**src/rtl/fps_pkg.sv**
```systemverilog
package fps_pkg;

  typedef enum logic [2:0] {
    MD_IDLE  = 3'b000,
    MD_WRITE = 3'b001,
    MD_READ  = 3'b010,
    MD_LOCK  = 3'b011,
    MD_ERASE = 3'b100
  } fps_mode_e;

  typedef enum logic [3:0] {
    ST_IDLE, ST_OPEN, ST_ERASE, ST_SETUP, ST_STROBE, ST_WAIT, ST_ADV,
    ST_VRST, ST_VREAD, ST_VADV, ST_LOCK, ST_LWAIT, ST_OFF, ST_OFF2
  } fps_state_e;

endpackage

```
**src/rtl/fps_pulse.sv**
```systemverilog
// Timed pulse: a low gap of gap_len cycles, then act high for act_len cycles,
// then a single-cycle fin.
module fps_pulse #(
  parameter int TW = 8
) (
  input  logic          clk,
  input  logic          rst,
  input  logic          go,
  input  logic [TW-1:0] gap_len,
  input  logic [TW-1:0] act_len,
  output logic          act,
  output logic          fin
);
  localparam logic [1:0] PH_IDLE = 2'd0;
  localparam logic [1:0] PH_GAP  = 2'd1;
  localparam logic [1:0] PH_ACT  = 2'd2;

  logic [1:0]    ph;
  logic [TW-1:0] cnt;

  always_ff @(posedge clk) begin
    if (rst) begin
      ph  <= PH_IDLE;
      cnt <= '0;
      act <= 1'b0;
      fin <= 1'b0;
    end else begin
      fin <= 1'b0;
      case (ph)
        PH_IDLE: if (go) begin
          ph  <= PH_GAP;
          cnt <= gap_len;
        end
        PH_GAP: if (cnt == TW'(1)) begin
          ph  <= PH_ACT;
          cnt <= act_len;
          act <= 1'b1;
        end else cnt <= cnt - 1'b1;
        PH_ACT: if (cnt == TW'(1)) begin
          ph  <= PH_IDLE;
          act <= 1'b0;
          fin <= 1'b1;
        end else cnt <= cnt - 1'b1;
        default: ph <= PH_IDLE;
      endcase
    end
  end

  // a new pulse is only requested once the previous one has ended
  assert_go_when_idle_R3: assert property (@(posedge clk) disable iff (rst)
    go |-> (ph == PH_IDLE));
  // pulse and gap lengths are never zero
  assert_nonzero_len_R3: assert property (@(posedge clk) disable iff (rst)
    go |-> (gap_len != '0 && act_len != '0));

endmodule

```
**src/rtl/fps_wait.sv**
```systemverilog
// Cycle counter for completion waits; held at zero while disabled, saturates at LIMIT.
module fps_wait #(
  parameter int TW    = 8,
  parameter int LIMIT = 100
) (
  input  logic          clk,
  input  logic          rst,
  input  logic          en,
  output logic [TW-1:0] cnt,
  output logic          expired
);
  always_ff @(posedge clk) begin
    if (rst || !en)            cnt <= '0;
    else if (cnt != TW'(LIMIT)) cnt <= cnt + 1'b1;
  end

  assign expired = (cnt == TW'(LIMIT));
endmodule

```
**src/rtl/flash_prog_seq.sv**
```systemverilog
module flash_prog_seq
  import fps_pkg::*;
#(
  parameter int ADDR_W    = 11,
  parameter int PW_CYC    = 4,
  parameter int WRITE_CYC = 1200,
  parameter int ERASE_CYC = 10000,
  parameter bit POLL_MODE = 1'b0
) (
  input  logic              clk,
  input  logic              rst,
  input  logic              start,
  input  logic              erase_en,
  input  logic              lock_en,
  input  logic [ADDR_W:0]   img_len,
  output logic [ADDR_W-1:0] img_addr,
  input  logic [7:0]        img_data,
  output logic [7:0]        dev_dout,
  output logic              dev_doe,
  input  logic [7:0]        dev_din,
  output logic              dev_pgm_en,
  output logic              dev_rst,
  output logic              dev_adv,
  output logic              dev_strobe_n,
  output logic [2:0]        dev_mode,
  input  logic              dev_rdy,
  output logic              done,
  output logic              pass,
  output logic              err_timeout,
  output logic [ADDR_W-1:0] mm_addr
);
  localparam int DEPTH    = 1 << ADDR_W;
  localparam int TO_LIMIT = 2 * WRITE_CYC;
  localparam int MIN_WAIT = PW_CYC + 3;
  localparam int TW       = $clog2(ERASE_CYC + TO_LIMIT + PW_CYC + 8);

  fps_state_e      st;
  fps_mode_e       mode_q;
  logic            go_q, pg_act, pg_fin;
  logic [TW-1:0]   act_len_q, wt_cnt;
  logic            wt_expired;
  logic [ADDR_W:0] cnt, nlen;
  logic            erase_q, lock_q, mm_seen;
  logic [7:0]      din_q;
  logic            rdy_q;
  logic            last, wr_complete, rd_bad;

  fps_pulse #(.TW(TW)) u_pulse (
    .clk(clk), .rst(rst), .go(go_q),
    .gap_len(TW'(PW_CYC)), .act_len(act_len_q),
    .act(pg_act), .fin(pg_fin)
  );

  fps_wait #(.TW(TW), .LIMIT(TO_LIMIT)) u_wait (
    .clk(clk), .rst(rst),
    .en(st == ST_WAIT || st == ST_LWAIT),
    .cnt(wt_cnt), .expired(wt_expired)
  );

  assign img_addr = cnt[ADDR_W-1:0];
  assign dev_mode = mode_q;
  assign last     = (cnt == nlen - 1'b1);
  assign rd_bad   = (din_q != img_data);

  generate
    if (POLL_MODE) begin : g_poll
      assign wr_complete = (din_q[7] == dev_dout[7]);
    end else begin : g_rdy
      assign wr_complete = rdy_q;
    end
  endgenerate

  always_ff @(posedge clk) begin
    if (rst) begin
      st           <= ST_IDLE;
      mode_q       <= MD_IDLE;
      go_q         <= 1'b0;
      act_len_q    <= TW'(PW_CYC);
      cnt          <= '0;
      nlen         <= '0;
      erase_q      <= 1'b0;
      lock_q       <= 1'b0;
      mm_seen      <= 1'b0;
      din_q        <= '0;
      rdy_q        <= 1'b0;
      dev_dout     <= '0;
      dev_doe      <= 1'b0;
      dev_pgm_en   <= 1'b0;
      dev_rst      <= 1'b0;
      dev_adv      <= 1'b0;
      dev_strobe_n <= 1'b1;
      done         <= 1'b0;
      pass         <= 1'b0;
      err_timeout  <= 1'b0;
      mm_addr      <= '0;
    end else begin
      go_q         <= 1'b0;
      din_q        <= dev_din;
      rdy_q        <= dev_rdy;
      dev_strobe_n <= !(pg_act && (st == ST_ERASE || st == ST_STROBE || st == ST_LOCK));
      dev_adv      <= pg_act && (st == ST_ADV || st == ST_VADV);
      case (st)
        ST_IDLE: if (start) begin
          done        <= 1'b0;
          pass        <= 1'b0;
          err_timeout <= 1'b0;
          mm_seen     <= 1'b0;
          mm_addr     <= '0;
          erase_q     <= erase_en;
          lock_q      <= lock_en;
          nlen        <= (img_len > (ADDR_W+1)'(DEPTH)) ? (ADDR_W+1)'(DEPTH) : img_len;
          cnt         <= '0;
          dev_rst     <= 1'b1;
          act_len_q   <= TW'(PW_CYC);
          go_q        <= 1'b1;
          st          <= ST_OPEN;
        end
        ST_OPEN: if (pg_fin) begin
          go_q <= 1'b1;
          if (erase_q) begin
            mode_q     <= MD_ERASE;
            dev_pgm_en <= 1'b1;
            act_len_q  <= TW'(ERASE_CYC);
            st         <= ST_ERASE;
          end else begin
            mode_q  <= MD_WRITE;
            dev_doe <= 1'b1;
            st      <= ST_SETUP;
          end
        end
        ST_ERASE: if (pg_fin) begin
          dev_pgm_en <= 1'b0;
          mode_q     <= MD_WRITE;
          dev_doe    <= 1'b1;
          act_len_q  <= TW'(PW_CYC);
          go_q       <= 1'b1;
          st         <= ST_SETUP;
        end
        ST_SETUP: begin
          dev_dout <= img_data;
          if (pg_fin) begin
            dev_pgm_en <= 1'b1;
            go_q       <= 1'b1;
            st         <= ST_STROBE;
          end
        end
        ST_STROBE: if (pg_fin) begin
          if (POLL_MODE) begin
            mode_q  <= MD_READ;
            dev_doe <= 1'b0;
          end
          st <= ST_WAIT;
        end
        ST_WAIT: begin
          if (wt_expired) begin
            err_timeout <= 1'b1;
            st          <= ST_OFF;
          end else if (wt_cnt >= TW'(MIN_WAIT) && wr_complete) begin
            go_q <= 1'b1;
            if (last) begin
              dev_pgm_en <= 1'b0;
              mode_q     <= MD_READ;
              dev_doe    <= 1'b0;
              st         <= ST_VRST;
            end else st <= ST_ADV;
          end
        end
        ST_ADV: if (pg_fin) begin
          cnt     <= cnt + 1'b1;
          mode_q  <= MD_WRITE;
          dev_doe <= 1'b1;
          go_q    <= 1'b1;
          st      <= ST_SETUP;
        end
        ST_VRST: begin
          dev_rst <= !pg_act;
          if (pg_fin) begin
            cnt  <= '0;
            go_q <= 1'b1;
            st   <= ST_VREAD;
          end
        end
        ST_VREAD: if (pg_fin) begin
          if (rd_bad && !mm_seen) begin
            mm_seen <= 1'b1;
            mm_addr <= cnt[ADDR_W-1:0];
          end
          if (!last) begin
            go_q <= 1'b1;
            st   <= ST_VADV;
          end else if (lock_q && !mm_seen && !rd_bad) begin
            mode_q     <= MD_LOCK;
            dev_pgm_en <= 1'b1;
            go_q       <= 1'b1;
            st         <= ST_LOCK;
          end else st <= ST_OFF;
        end
        ST_VADV: if (pg_fin) begin
          cnt  <= cnt + 1'b1;
          go_q <= 1'b1;
          st   <= ST_VREAD;
        end
        ST_LOCK: if (pg_fin) st <= ST_LWAIT;
        ST_LWAIT: if (wt_cnt >= TW'(WRITE_CYC)) st <= ST_OFF;
        ST_OFF: begin
          mode_q     <= MD_IDLE;
          dev_pgm_en <= 1'b0;
          dev_doe    <= 1'b0;
          st         <= ST_OFF2;
        end
        ST_OFF2: begin
          dev_rst <= 1'b0;
          done    <= 1'b1;
          pass    <= !mm_seen && !err_timeout;
          st      <= ST_IDLE;
        end
        default: st <= ST_IDLE;
      endcase
    end
  end

  // program enable only rises for a write with the data already driven
  assert_data_before_pgm_R2: assert property (@(posedge clk) disable iff (rst)
    ($rose(dev_pgm_en) && dev_mode == MD_WRITE) |-> dev_doe);
  // the strobe is only active while program enable is high
  assert_strobe_in_pgm_R3: assert property (@(posedge clk) disable iff (rst)
    !dev_strobe_n |-> dev_pgm_en);
  // strobe and advance never overlap
  assert_no_overlap_R3: assert property (@(posedge clk) disable iff (rst)
    !(dev_adv && !dev_strobe_n));
  // in ready/busy mode an advance pulse starts only while the device is ready
  assert_adv_when_ready_R5: assert property (@(posedge clk) disable iff (rst)
    (!POLL_MODE && $rose(dev_adv)) |-> rdy_q);
  // a timeout never reports a pass
  assert_timeout_fails_R6: assert property (@(posedge clk) disable iff (rst)
    err_timeout |-> !pass);
  // the first mismatch address is held once captured
  assert_first_mm_held_R8: assert property (@(posedge clk) disable iff (rst)
    (mm_seen && $past(mm_seen)) |-> $stable(mm_addr));
  // reset line drops only with the advance line low, now and one cycle before
  assert_rst_order_R11: assert property (@(posedge clk) disable iff (rst)
    $fell(dev_rst) |-> (!dev_adv && !$past(dev_adv)));
  // pass is only reported together with done
  assert_pass_with_done_R12: assert property (@(posedge clk) disable iff (rst)
    pass |-> done);

endmodule

```
**config.mk**
```make
export PLATFORM = sky130hd
export DESIGN_NAME = flash_prog_seq
export DESIGN_NICKNAME = d
export VERILOG_FILES = /design/src/rtl/fps_pkg.sv /design/src/rtl/fps_pulse.sv /design/src/rtl/fps_wait.sv /design/src/rtl/flash_prog_seq.sv
export SDC_FILE = /design/constraint.sdc
export NUM_CORES = 1
export LEC_CHECK = 0
export ABC_CLOCK_PERIOD_IN_PS = 3400
export BUFFER_PORTS_ARGS = -buffer_cell sky130_fd_sc_hd__buf_4
export CELL_PAD_IN_SITES_DETAIL_PLACEMENT = 1
export CELL_PAD_IN_SITES_GLOBAL_PLACEMENT = 1
export CORE_ASPECT_RATIO = 2
export CORE_UTILIZATION = 43
export CTS_CLUSTER_SIZE = 28
export DETAILED_ROUTE_END_ITERATION = 12
export PLACE_DENSITY = 0.84
export SETUP_SLACK_MARGIN = 0.5
export SLEW_MARGIN = 40
export SYNTH_ARGS = -nofsm -noshare
export SYNTH_HDL_FRONTEND = slang
export SYNTH_SLANG_ARGS = --single-unit
```
**constraint.sdc**
```tcl
create_clock -name clk -period 3.4 [get_ports clk]
set_clock_uncertainty 0.1 [all_clocks]
set_input_delay 0 -clock clk [delete_from_list [all_inputs] [get_ports clk]]
set_output_delay 0 -clock clk [all_outputs]
set_load 0.01 [all_outputs]
```
# Word level (Yosys, flattened, before mapping)
# Cells that the tools add are included.
# totals
n_memories,0
register_bits,117
ram_bits,0
output_inout_bits,41
word_cells,214
mem_bits_ro,0
in_bits,34
latch_bits,0
# op_classes
n_lt_le_gt_ge,3
multipliers,0
div,0
muxes,84
n_addsub,4
eq_ne,46
n_bitwise,1
n_reduce_logical,50
shift,0
# ops
op,count
$mux W14,7
$pmux W14 S3,2
$mux W12,4
$mux W4,11
$pmux W4 S11,1
$pmux W12 S3,1
$mux W11,3
$mux W3,11
$ne A2 B1 Y1 const B,15
$mux W1,29
$eq A4 B4 Y1 const B,6
$pmux W11 S2,1
$ne A2 B2 Y1 const B,10
$eq A4 B3 Y1 const B,4
$pmux W3 S5,1
$add A14 B1 Y14 const B,1
$eq A14 B1 Y1 const B,1
$eq A14 B12 Y1 const B,1
$ge A14 B11 Y1 const B,1
$ge A14 B3 Y1 const B,1
$ne A14 B12 Y1 const B,1
$sub A14 B1 Y14 const B,1
$add A12 B1 Y12 const B,1
$eq A12 B12 Y1,1
35 further kinds,73

# Depth between registers and ports, before layout
# Gate-level depths: netlist of the first run.
# depth
word_depth,7
ltp_mapped,11
mapped_depth_nobuf,10

# Modules after synthesis
# Synthesis of the first run repeated with hierarchy kept, for this count alone.
# hier_totals
cells_unflattened,730
hier_area_um2,6013.3
# modules_own_cells
module,area_per_inst_um2,cells_each,instances,seq_area_each_um2
flash_prog_seq,3976.3,494,1,1461.4
fps_pulse,1367.6,161,1,360.3
fps_wait,669.4,75,1,280.3

# Worst setup path after synthesis of the first run
# No wires, ideal clock.
# synth_path
kind,reg2reg
start,reg nlen[0]
end,reg st[0]
arrival_ns,2.266
required_time_ns,3.170
path_slack_ns,0.903
period_less_slack_ns,2.497
path_buffers,1
setup_ns,0.130
stages_incl_launch_ff,11
cell_sequence,dfxtp_1 -> inv_1 -> ha_1 -> buf_4 -> or4b_4 -> o31ai_2 -> a21oi_1 -> nor4_4 -> a21oi_1 -> o311ai_1 -> o31ai_1
# synth_via
elab_chain_cells,6
elab_cells_between_ends,8
classes_between,add/sub (1); eq/ne (1); mux (6)
# synth_rtl
element,line,rtl
"start, declared",flash_prog_seq.sv:42,"logic [ADDR_W:0] cnt, nlen;"
"start signal, assigned",flash_prog_seq.sv:111,nlen <= (img_len > (ADDR_W+1)'(DEPTH)) ? (ADDR_W+1)'(DEPTH) : img_len;
$sub A12 B1 Y12 *,flash_prog_seq.sv:62,assign last = (cnt == nlen - 1'b1);
$eq A12 B12 Y1 *,flash_prog_seq.sv:62,
$mux W1,flash_prog_seq.sv:160,if (last) begin
$mux W4,flash_prog_seq.sv:158,end else if (wt_cnt >= TW'(MIN_WAIT) && wr_complete) begin
$mux W4,flash_prog_seq.sv:155,if (wt_expired) begin
$pmux W4 S11 *,flash_prog_seq.sv:102,case (st)
"end signal, assigned",flash_prog_seq.sv:157,st <= ST_OFF;
"end signal, assigned",flash_prog_seq.sv:164,st <= ST_VRST;
"end signal, assigned",flash_prog_seq.sv:165,end else st <= ST_ADV;
"end, declared",flash_prog_seq.sv:37,fps_state_e st;
# Every way passes the cells marked *; elsewhere a longest branch is shown, timed or not. The select of a mux whose other input is x is not followed.
# A chain may end at the register's enable or synchronous reset.

# Final worst setup path of the first run
# Same ends and word-level chain as after synthesis.

==> results.md, run 1 <==
- GRT Residual Overflow: 0
- Max-slew headroom: 0.4521
- Layout cells sized above 1: 0.1656
- Mapped Cells: between 600 and 700
- Met1 Track Usage GR: 0.2879
- Site Rows: 58
- Commonest non-fill, non-tap cell in the layout: dfxtp_1
- Crit path max fanout: 8
- Met2 global-route usage: 0.5556
- Min Tclk post-route: between 2 and 3 ns
- Total number of yosys warnings: 0
- Area Growth Syn to Fin: 23.56%
- Max VDD drop: roughly 0.00035 V
- Hold Path Stages: 4
- Clock latency on the worst-skew pair: 0.37 ns
- Initial antenna violation count: 0
- RSZ-0062 raised after global routing: true
- Grt met3 use: 0.05434
- Total Wirelength: between 15 and 20 mm
- Critical hold path startpoint: start
- EDFF count, synth: 0
- Area leader, netlist: dfxtp_1
- Inserted Clock Buffers: 9
- Overall power: just over 4 mW
- IO Port Bufs: between 70 and 80
- Reg2reg end: st[0]
- DP Wirelength: roughly 13 mm
- Synth Register Bits: between 100 and 150
- Clk root buf: clkbuf_16
- Die Ht: 162.4 um
- GRT Total Usage: 0.2957
- Worst r2r src: nlen[0]
- Most frequent cells in the layout: dfxtp_1, nor2_1, buf_4
- Largest cells by area after synthesis: dfxtp_1, nor2_1, a21oi_1, nand2_1, xor2_1
- CTS tree: done
- Vias: 5532
- Vias in the first global route: ~6000
- Max clock buf depth: 2
- Worst Path Arrival: 2.93 ns
- Pwr Density: about 600 mW/mm^2
- Die area: 0.01335 mm^2
- Ys async rst share: 0
- Fmax: around 360 MHz
- Final nets: 817
- Worst Reg2Reg Path Length in Cells: 11
- TritonRoute pass-1 iters: 5
- Status: completed
- Final Util: 0.5445
- Mapped cell area: about 0.0055 mm^2
- Via density: 5.955
- Setup Total Neg Slack: 0 ns
- Die W: between 80 and 90 um
- H-tree depth: 3
- Max_cap viols: 0
- WL/cell: ~20 um
- Fin. Hold Viols: 0
- Gpl congestion: 0.9234
- CP Data Required Time: ~3.5 ns
- CP Capture Type: register
- Worst R2R Setup Slack: 0.59 ns
- Setup crit start kind: register
- Share of the synthesized area in the top cell type: 0.3799
- First-pass GRT wire length: 29.75 mm
- CTS clk-pin slew, worst paths: 0.08 ns
- Leakage power total: 2.615 nW
- Syn Area/Cell: between 8 and 9 um^2
- HP Class: input pin to register
- I/O pin count: 75
- Global routing's busiest layer: met2
- Clk sink count: 105
- Initial DRC count: 246
- Number of antenna-violating nets in the routed design: 0
- Fin. max-slew vios: 0
- Fin crit share: 0.8270
- Worst Hold Endpoint: go_q
- Register area share after synthesis: 0.3799
- Final Non-Filler Cells: 929
- DP Cell Count: approximately 900
- Worst slew pin tran: ~0.82 ns
- DRC: 0
- Crit path kind: register to register
- Number of antenna cells inserted: 0
- Ys flop type: dfxtp_1
- Post-synth net total: roughly 730
- Starting density of the core: 0.4407
- Core ar.: about 0.013 mm^2
- Yosys cell types: ~70
- Largest net degree at the start of global routing: 75
- Setup violators final: 0
flip-flops by register name, summed over array words and instances (netlist names), 2 cells and up:
name	count
act_len_q	2
u_wait.cnt	14
st	4
nlen	12
dev_dout	8
u_pulse.ph	2
dev_mode	3
u_pulse.cnt	14
mm_addr	11
din_q	8
cnt	12
critical path, stage by stage (launching register included):
cell,delay [ns]
dfxtp_1,0.36
inv_1,0.08
ha_2,0.26
or4b_4,0.53
nor4_1,0.30
o21ai_1,0.13
o311ai_2,0.11
nor4_4,0.06
buf_4,0.18
and3_1,0.17
o311ai_1,0.27
o31ai_1,0.12
power breakdown:
part / leakage, nW / internal, mW / total (mW) / switching (mW)
clock network: 0.154 / 0.534 / 1.10 / 0.561
logic: 1.61 / 0.585 / 1.47 / 0.890
registers: 0.853 / 1.35 / 1.50 / 0.150
Yosys cell counts (3+ instances only):
| master | instances |
|---|---|
| dfxtp_1 | 105 |
| nor2_1 | 103 |
| nand2_1 | 67 |
| a21oi_1 | 54 |
| nand3_1 | 30 |
| clkbuf_1 | 29 |
| xor2_1 | 26 |
| xnor2_1 | 25 |
| o21ai_0 | 19 |
| nor3_1 | 17 |
| inv_1 | 15 |
| nor2b_1 | 15 |
| buf_4 | 13 |
| a22oi_1 | 12 |
| mux2i_1 | 11 |
| nor4_1 | 10 |
| ha_1 | 9 |
| and3_1 | 8 |
| a211oi_1 | 7 |
| nand3b_1 | 7 |
| nand4_1 | 7 |
| o21a_1 | 6 |
| o21ai_1 | 6 |
| or3_1 | 6 |
| a31oi_1 | 5 |
| and2_1 | 5 |
| nand2b_1 | 4 |
| buf_1 | 3 |
| o2111ai_1 | 3 |
| o211ai_1 | 3 |
| o22a_1 | 3 |
| o31ai_1 | 3 |
kinds of logic (layout without fill, tap and decap cells):
group / count (synthesis) / count (layout) / synth area share
multiplexers: 13 / 13 / 0.02397
AO/OA/AOI/OAI: 152 / 152 / 0.1825
XOR/XNOR: 51 / 51 / 0.08073
buffers and inverters: 64 / 155 / 0.05269
AND/OR/NAND/NOR: 294 / 294 / 0.2598
flip-flops: 105 / 105 / 0.3799
adder cells (fa/ha/maj): 9 / 9 / 0.02035
area by class of cell:
cell class,count,area [um^2]
fillers,1505,5718
multi-input cells,519,3167
flip-flops and latches,105,2103
repair buffers,122,996.0
clock buffers,9,225.2
well taps,150,187.7
clock inverters,7,93.84
inverters,17,63.81
timing repair:
item	CTS	global route
endpoints found under the hold margin	31	0
setup buffers	1	0
setup endpoints to repair	5	6
hold buffers	32	0
cloned	0	0
pin swaps	1	0
resized for setup	0	3
per-layer routing:
metal | up-vias | share of wire
li1 | 2570 | -
met1 | 2742 | 0.34
met2 | 155 | 0.57
met3 | 65 | 0.031
met4 | 0 | 0.050
met5 | - | 0
worst max path at each step:
stage / from / slack, ns / end
2_1_floorplan: nlen[0] / 0.90 / st[0]
3_3_place_gp: nlen[0] / 0.53 / dev_mode[0]
3_5_place_dp: nlen[0] / 0.43 / st[0]
4_1_cts: nlen[0] / 0.54 / st[0]
5_1_grt: nlen[0] / 0.45 / st[0]
6_report: nlen[0] / 0.59 / st[0]
metrics by stage:
stage / cell area, um^2 / hold slack, ns / setup WS (ns)
after global routing: 6837 / 0.1081 / 0.4463
after CTS: 6814 / 0.06380 / 0.5391
final: 6837 / 0.08272 / 0.5881
after detailed placement: 6167 / 0.1189 / 0.4317
after floorplan: 5533 / 0.02818 / 0.9034
after global placement: 6161 / 0.1143 / 0.5346
No activity file was read; power rests on OpenSTA's default activity.
==> run 2, diff against run 1 <==
--- a/config.mk
+++ b/config.mk
@@ -5,15 +5,16 @@
 export SDC_FILE = /design/constraint.sdc
 export NUM_CORES = 1
 export LEC_CHECK = 0
-export ABC_CLOCK_PERIOD_IN_PS = 3400
+export ABC_AREA = 1
+export ABC_CLOCK_PERIOD_IN_PS = 2350
 export BUFFER_PORTS_ARGS = -buffer_cell sky130_fd_sc_hd__buf_4
 export CELL_PAD_IN_SITES_DETAIL_PLACEMENT = 1
 export CELL_PAD_IN_SITES_GLOBAL_PLACEMENT = 1
 export CORE_ASPECT_RATIO = 2
-export CORE_UTILIZATION = 43
+export CORE_UTILIZATION = 37
 export CTS_CLUSTER_SIZE = 28
 export DETAILED_ROUTE_END_ITERATION = 12
-export PLACE_DENSITY = 0.84
+export PLACE_DENSITY = 0.8
 export SETUP_SLACK_MARGIN = 0.5
 export SLEW_MARGIN = 40
 export SYNTH_ARGS = -nofsm -noshare
==> constraint.sdc (replaced) <==
create_clock -name clk -period 2.35 [get_ports clk]
set_clock_uncertainty 0.1 [all_clocks]
set_input_delay 0 -clock clk [delete_from_list [all_inputs] [get_ports clk]]
set_output_delay 0 -clock clk [all_outputs]
set_load 0.01 [all_outputs]
==> run 2 against run 1 <==
  * Sequential cell count is the same
  * Count of clock-buffer cells in the layout grew 1
  * Synthesized cell count grew 20%
  * Design area grew 26%
  * Utilization grew 3.5 points
  * Total power grew 100%
  * Wire length grew 51%
  * Critical path type unchanged
  * Largest cell class unchanged
==> results.md, run 2 <==
- Area Growth Syn to Fin: 53.58% (was 23.56%)
- Cell Area, Placed: 0.006534 mm^2 (was 0.006167 mm^2)
- Die area: 0.01564 mm^2 (was 0.01335 mm^2)
- Area leader, netlist: dfxtp_1 (unchanged)
- I/O pin count: 75 (unchanged)
- Vias: 6756 (was 5532)
- Max_cap viols: 0 (unchanged)
- Post-Synth Simple-Gate Area: 0.3119 (was 0.2598)
- DP Cell Count: 1104 (was 880)
- Crit path kind: register to register (unchanged)
- Worst slew pin tran: 0.6657 ns (was 0.8218 ns)
- Worst Path Arrival: 2.40 ns (was 2.93 ns)
- Site Rows: 63 (was 58)
- Largest cells by area after synthesis: dfxtp_1, nand2_1, nor2_1, inv_1, a21oi_1 (was dfxtp_1, nor2_1, a21oi_1, nand2_1, xor2_1)
- Min Tclk post-route: 2.276 ns (was 2.812 ns)
- Vias in the first global route: 6841 (was 5970)
- Overall power: 8.252 mW (was 4.065 mW)
- DRC: 0 (unchanged)
- Max clock buf depth: 2 (unchanged)
- Ys async rst share: 0 (unchanged)
- Fin crit share: 0.9686 (was 0.8270)
- HP Class: input pin to register (unchanged)
- IO Port Bufs: 74 (unchanged)
- Leakage power total: 3.833 nW (was 2.615 nW)
- DR top layer: met4 (unchanged)
- Pwr Density: 960.7 mW/mm^2 (was 594.6 mW/mm^2)
- Starting density of the core: 0.3774 (was 0.4407)
- Xor and xnor area share after synthesis: 0.03758 (was 0.08073)
- Most frequent cells in the layout: buf_4, nand2_1, inv_1, nor2_1, dfxtp_1 (was dfxtp_1, nor2_1, buf_4)
- CP Data Required Time: 2.47 ns (was 3.52 ns)
- Mapped Cells: 827 (was 688)
- CP Capture Type: register (unchanged)
- First-pass GRT wire length: 33.62 mm (was 29.75 mm)
- Initial antenna violation count: 1 (was 0)
- Share of synthesized area spent on multiplexers: 0 (was 0.02397)
- Setup violators final: 0 (unchanged)
- DP Wirelength: 15.08 mm (was 12.89 mm)
- Largest registers: u_pulse.cnt (14), u_wait.cnt (14) (unchanged)
- TritonRoute pass-1 iters: 5 (unchanged)
- GRT Total Usage: 0.2885 (was 0.2957)
- Clk root buf: clkbuf_16 (unchanged)
- Max VDD drop: 0.0006338 V (was 0.0003513 V)
- Fin. Hold Viols: 0 (unchanged)
- Mapped cell area: 0.005593 mm^2 (was 0.005533 mm^2)
- Core ar.: 0.01482 mm^2 (was 0.01255 mm^2)
- EDFF count, synth: 0 (unchanged)
- Number of antenna-violating nets in the routed design: 0 (unchanged)
- DR WL met3: 1.611 mm (was 579 um)
- Total Wirelength: 28.17 mm (was 18.61 mm)
- Final nets: 1050 (was 817)
- Setup WS post-layout: 0.07370 ns (was 0.5881 ns)
- WL/cell: 23.36 um (was 20.03 um)
- Share of the synthesized area in the top cell type: 0.3758 (was 0.3799)
- Multi-input logic area: 0.003785 mm^2 (was 0.003167 mm^2)
- Ys flop type: dfxtp_1 (unchanged)
- Met1 WL: 8.828 mm (was 6.404 mm)
- RSZ-0062 raised after global routing: true (unchanged)
- Crit path max fanout: 5 (was 8)
- Post-synth net total: 870 (was 731)
- Inserted Clock Buffers: 9 (unchanged)
- Register Area: 0.002163 mm^2 (was 0.002103 mm^2)
- Compound-cell area share of the yosys netlist: 0.1488 (was 0.1825)
- GRT Residual Overflow: 0 (unchanged)
- Max-slew headroom: 0.5562 (was 0.4521)
- Die Ht: 175.9 um (was 162.4 um)
- Die W: 88.94 um (was 82.21 um)
- Initial DRC count: 325 (was 246)
- WL met2: 15.40 mm (was 10.69 mm)
- CTS tree: done (unchanged)
- Most common cell in the netlist: nand2_1 (was dfxtp_1)
- Total number of yosys warnings: 0 (unchanged)
- Largest family of logic cells by synthesized area: simple AND/OR/NAND/NOR gates (unchanged)
- Yosys cell types: 46 (was 71)
- Gpl congestion: 0.9574 (was 0.9234)
- H-tree depth: 3 (unchanged)
- Worst slack, placed: 0.1432 ns (was 0.4317 ns)
- Syn Area/Cell: 6.763 um^2 (was 8.042 um^2)
- Synth top cells by count: nand2_1, nor2_1, inv_1, dfxtp_1, a21oi_1 (was dfxtp_1, nor2_1, nand2_1, a21oi_1, nand3_1)
- Register area share after synthesis: 0.3758 (was 0.3799)
- Fin. max-slew vios: 0 (unchanged)
- Filler Cells Inserted: 1846 (was 1505)
- CTS clk-pin slew, worst paths: 0.08 ns (about the same)
- Layout cells sized above 1: 0.4020 (was 0.1656)
- Clock latency on the worst-skew pair: 0.37 ns (about the same)
- Clk sink count: 105 (unchanged)
- Post-Synth Adder-Cell Area: 0.02013 (was 0.02035)
- Synth Register Bits: 105 (unchanged)
- Commonest non-fill, non-tap cell in the layout: buf_4 (was dfxtp_1)
- Design area: 0.008589 mm^2 (was 0.006837 mm^2)
- Setup crit start kind: register (unchanged)
- Via density: 5.602 (was 5.955)
- Final Non-Filler Cells: 1206 (was 929)
- Largest net degree at the start of global routing: 47 (was 75)
- Status: completed (unchanged)
- Fmax: 439.3 MHz (was 355.6 MHz)
run 2: worst paths after layout:
path                  start        endpoint  slack (ns)  cells after the start
min                   start    act_len_q[2]        0.02                      4
max reg2reg  u_pulse.cnt[8]  u_pulse.cnt[8]        0.07                     10
max          u_pulse.cnt[8]  u_pulse.cnt[8]        0.07                     10
min reg2reg  u_pulse.cnt[6]  u_pulse.cnt[6]        0.37                      1
run 2: report_power, final:
group	switching [mW]	leakage, nW	internal (mW)
combinational	2.69	2.83	1.77
sequential	0.294	0.870	2.04
clock	0.741	0.129	0.715
run 2: kinds of logic (layout without fill, tap and decap cells):
group                    Yosys count  in the layout
AO/OA/AOI/OAI                    143            143
XOR/XNOR                          24             24
adder cells (fa/ha/maj)            9              9
buffers and inverters            145            328
flip-flops                       105            105
other                              0              1
AND/OR/NAND/NOR                  401            401
run 2: final cells by class:
cell class | count | area share
Tap cell | 195 | 0.02840
Sequential cell | 105 | 0.2519
Antenna cell | 1 | 0.0002913
Timing Repair Buffer | 195 | 0.1923
Multi-Input combinational cell | 577 | 0.4406
Clock inverter | 4 | 0.003642
Clock buffer | 10 | 0.02666
Inverter | 119 | 0.05623
run 2: through the flow:
step / hold WS (ns) / util / TNS, ns
after floorplan: 0.006967 / - / 0
after global placement: 0.1039 / 0.4409 / 0
after detailed placement: 0.1131 / 0.4409 / 0
after CTS: 0.06616 / 0.5138 / 0
after global routing: 0.03059 / 0.5796 / -0.03173
final: 0.02187 / 0.5796 / 0
run 2: timing repair:
| action | in CTS | in global routing |
|---|---|---|
| endpoints found under the hold margin | 43 | 0 |
| hold buffers | 32 | 0 |
| buffers inserted | 21 | 33 |
| endpoints found under the setup margin | 51 | 67 |
| pin swaps | 21 | 73 |
| gates resized for setup | 95 | 204 |
| cloned | 0 | 1 |
run 2: layer usage:
layer | up-vias | GRT usage
met2 | 252 | 0.5776
li1 | 3026 | -
met4 | 0 | 0.1799
met3 | 163 | 0.04229
met1 | 3315 | 0.2501
met5 | - | 0
run 2: critical path: stages, from the launching register on:
cell	delay [ns]
dfxtp_2	0.39
nor2_4	0.17
nand2_1	0.09
nor2_1	0.18
nand4_1	0.21
o21ai_2	0.21
inv_2	0.09
nor2_4	0.28
o21ai_1	0.12
nand2_1	0.18
a21oi_1	0.10
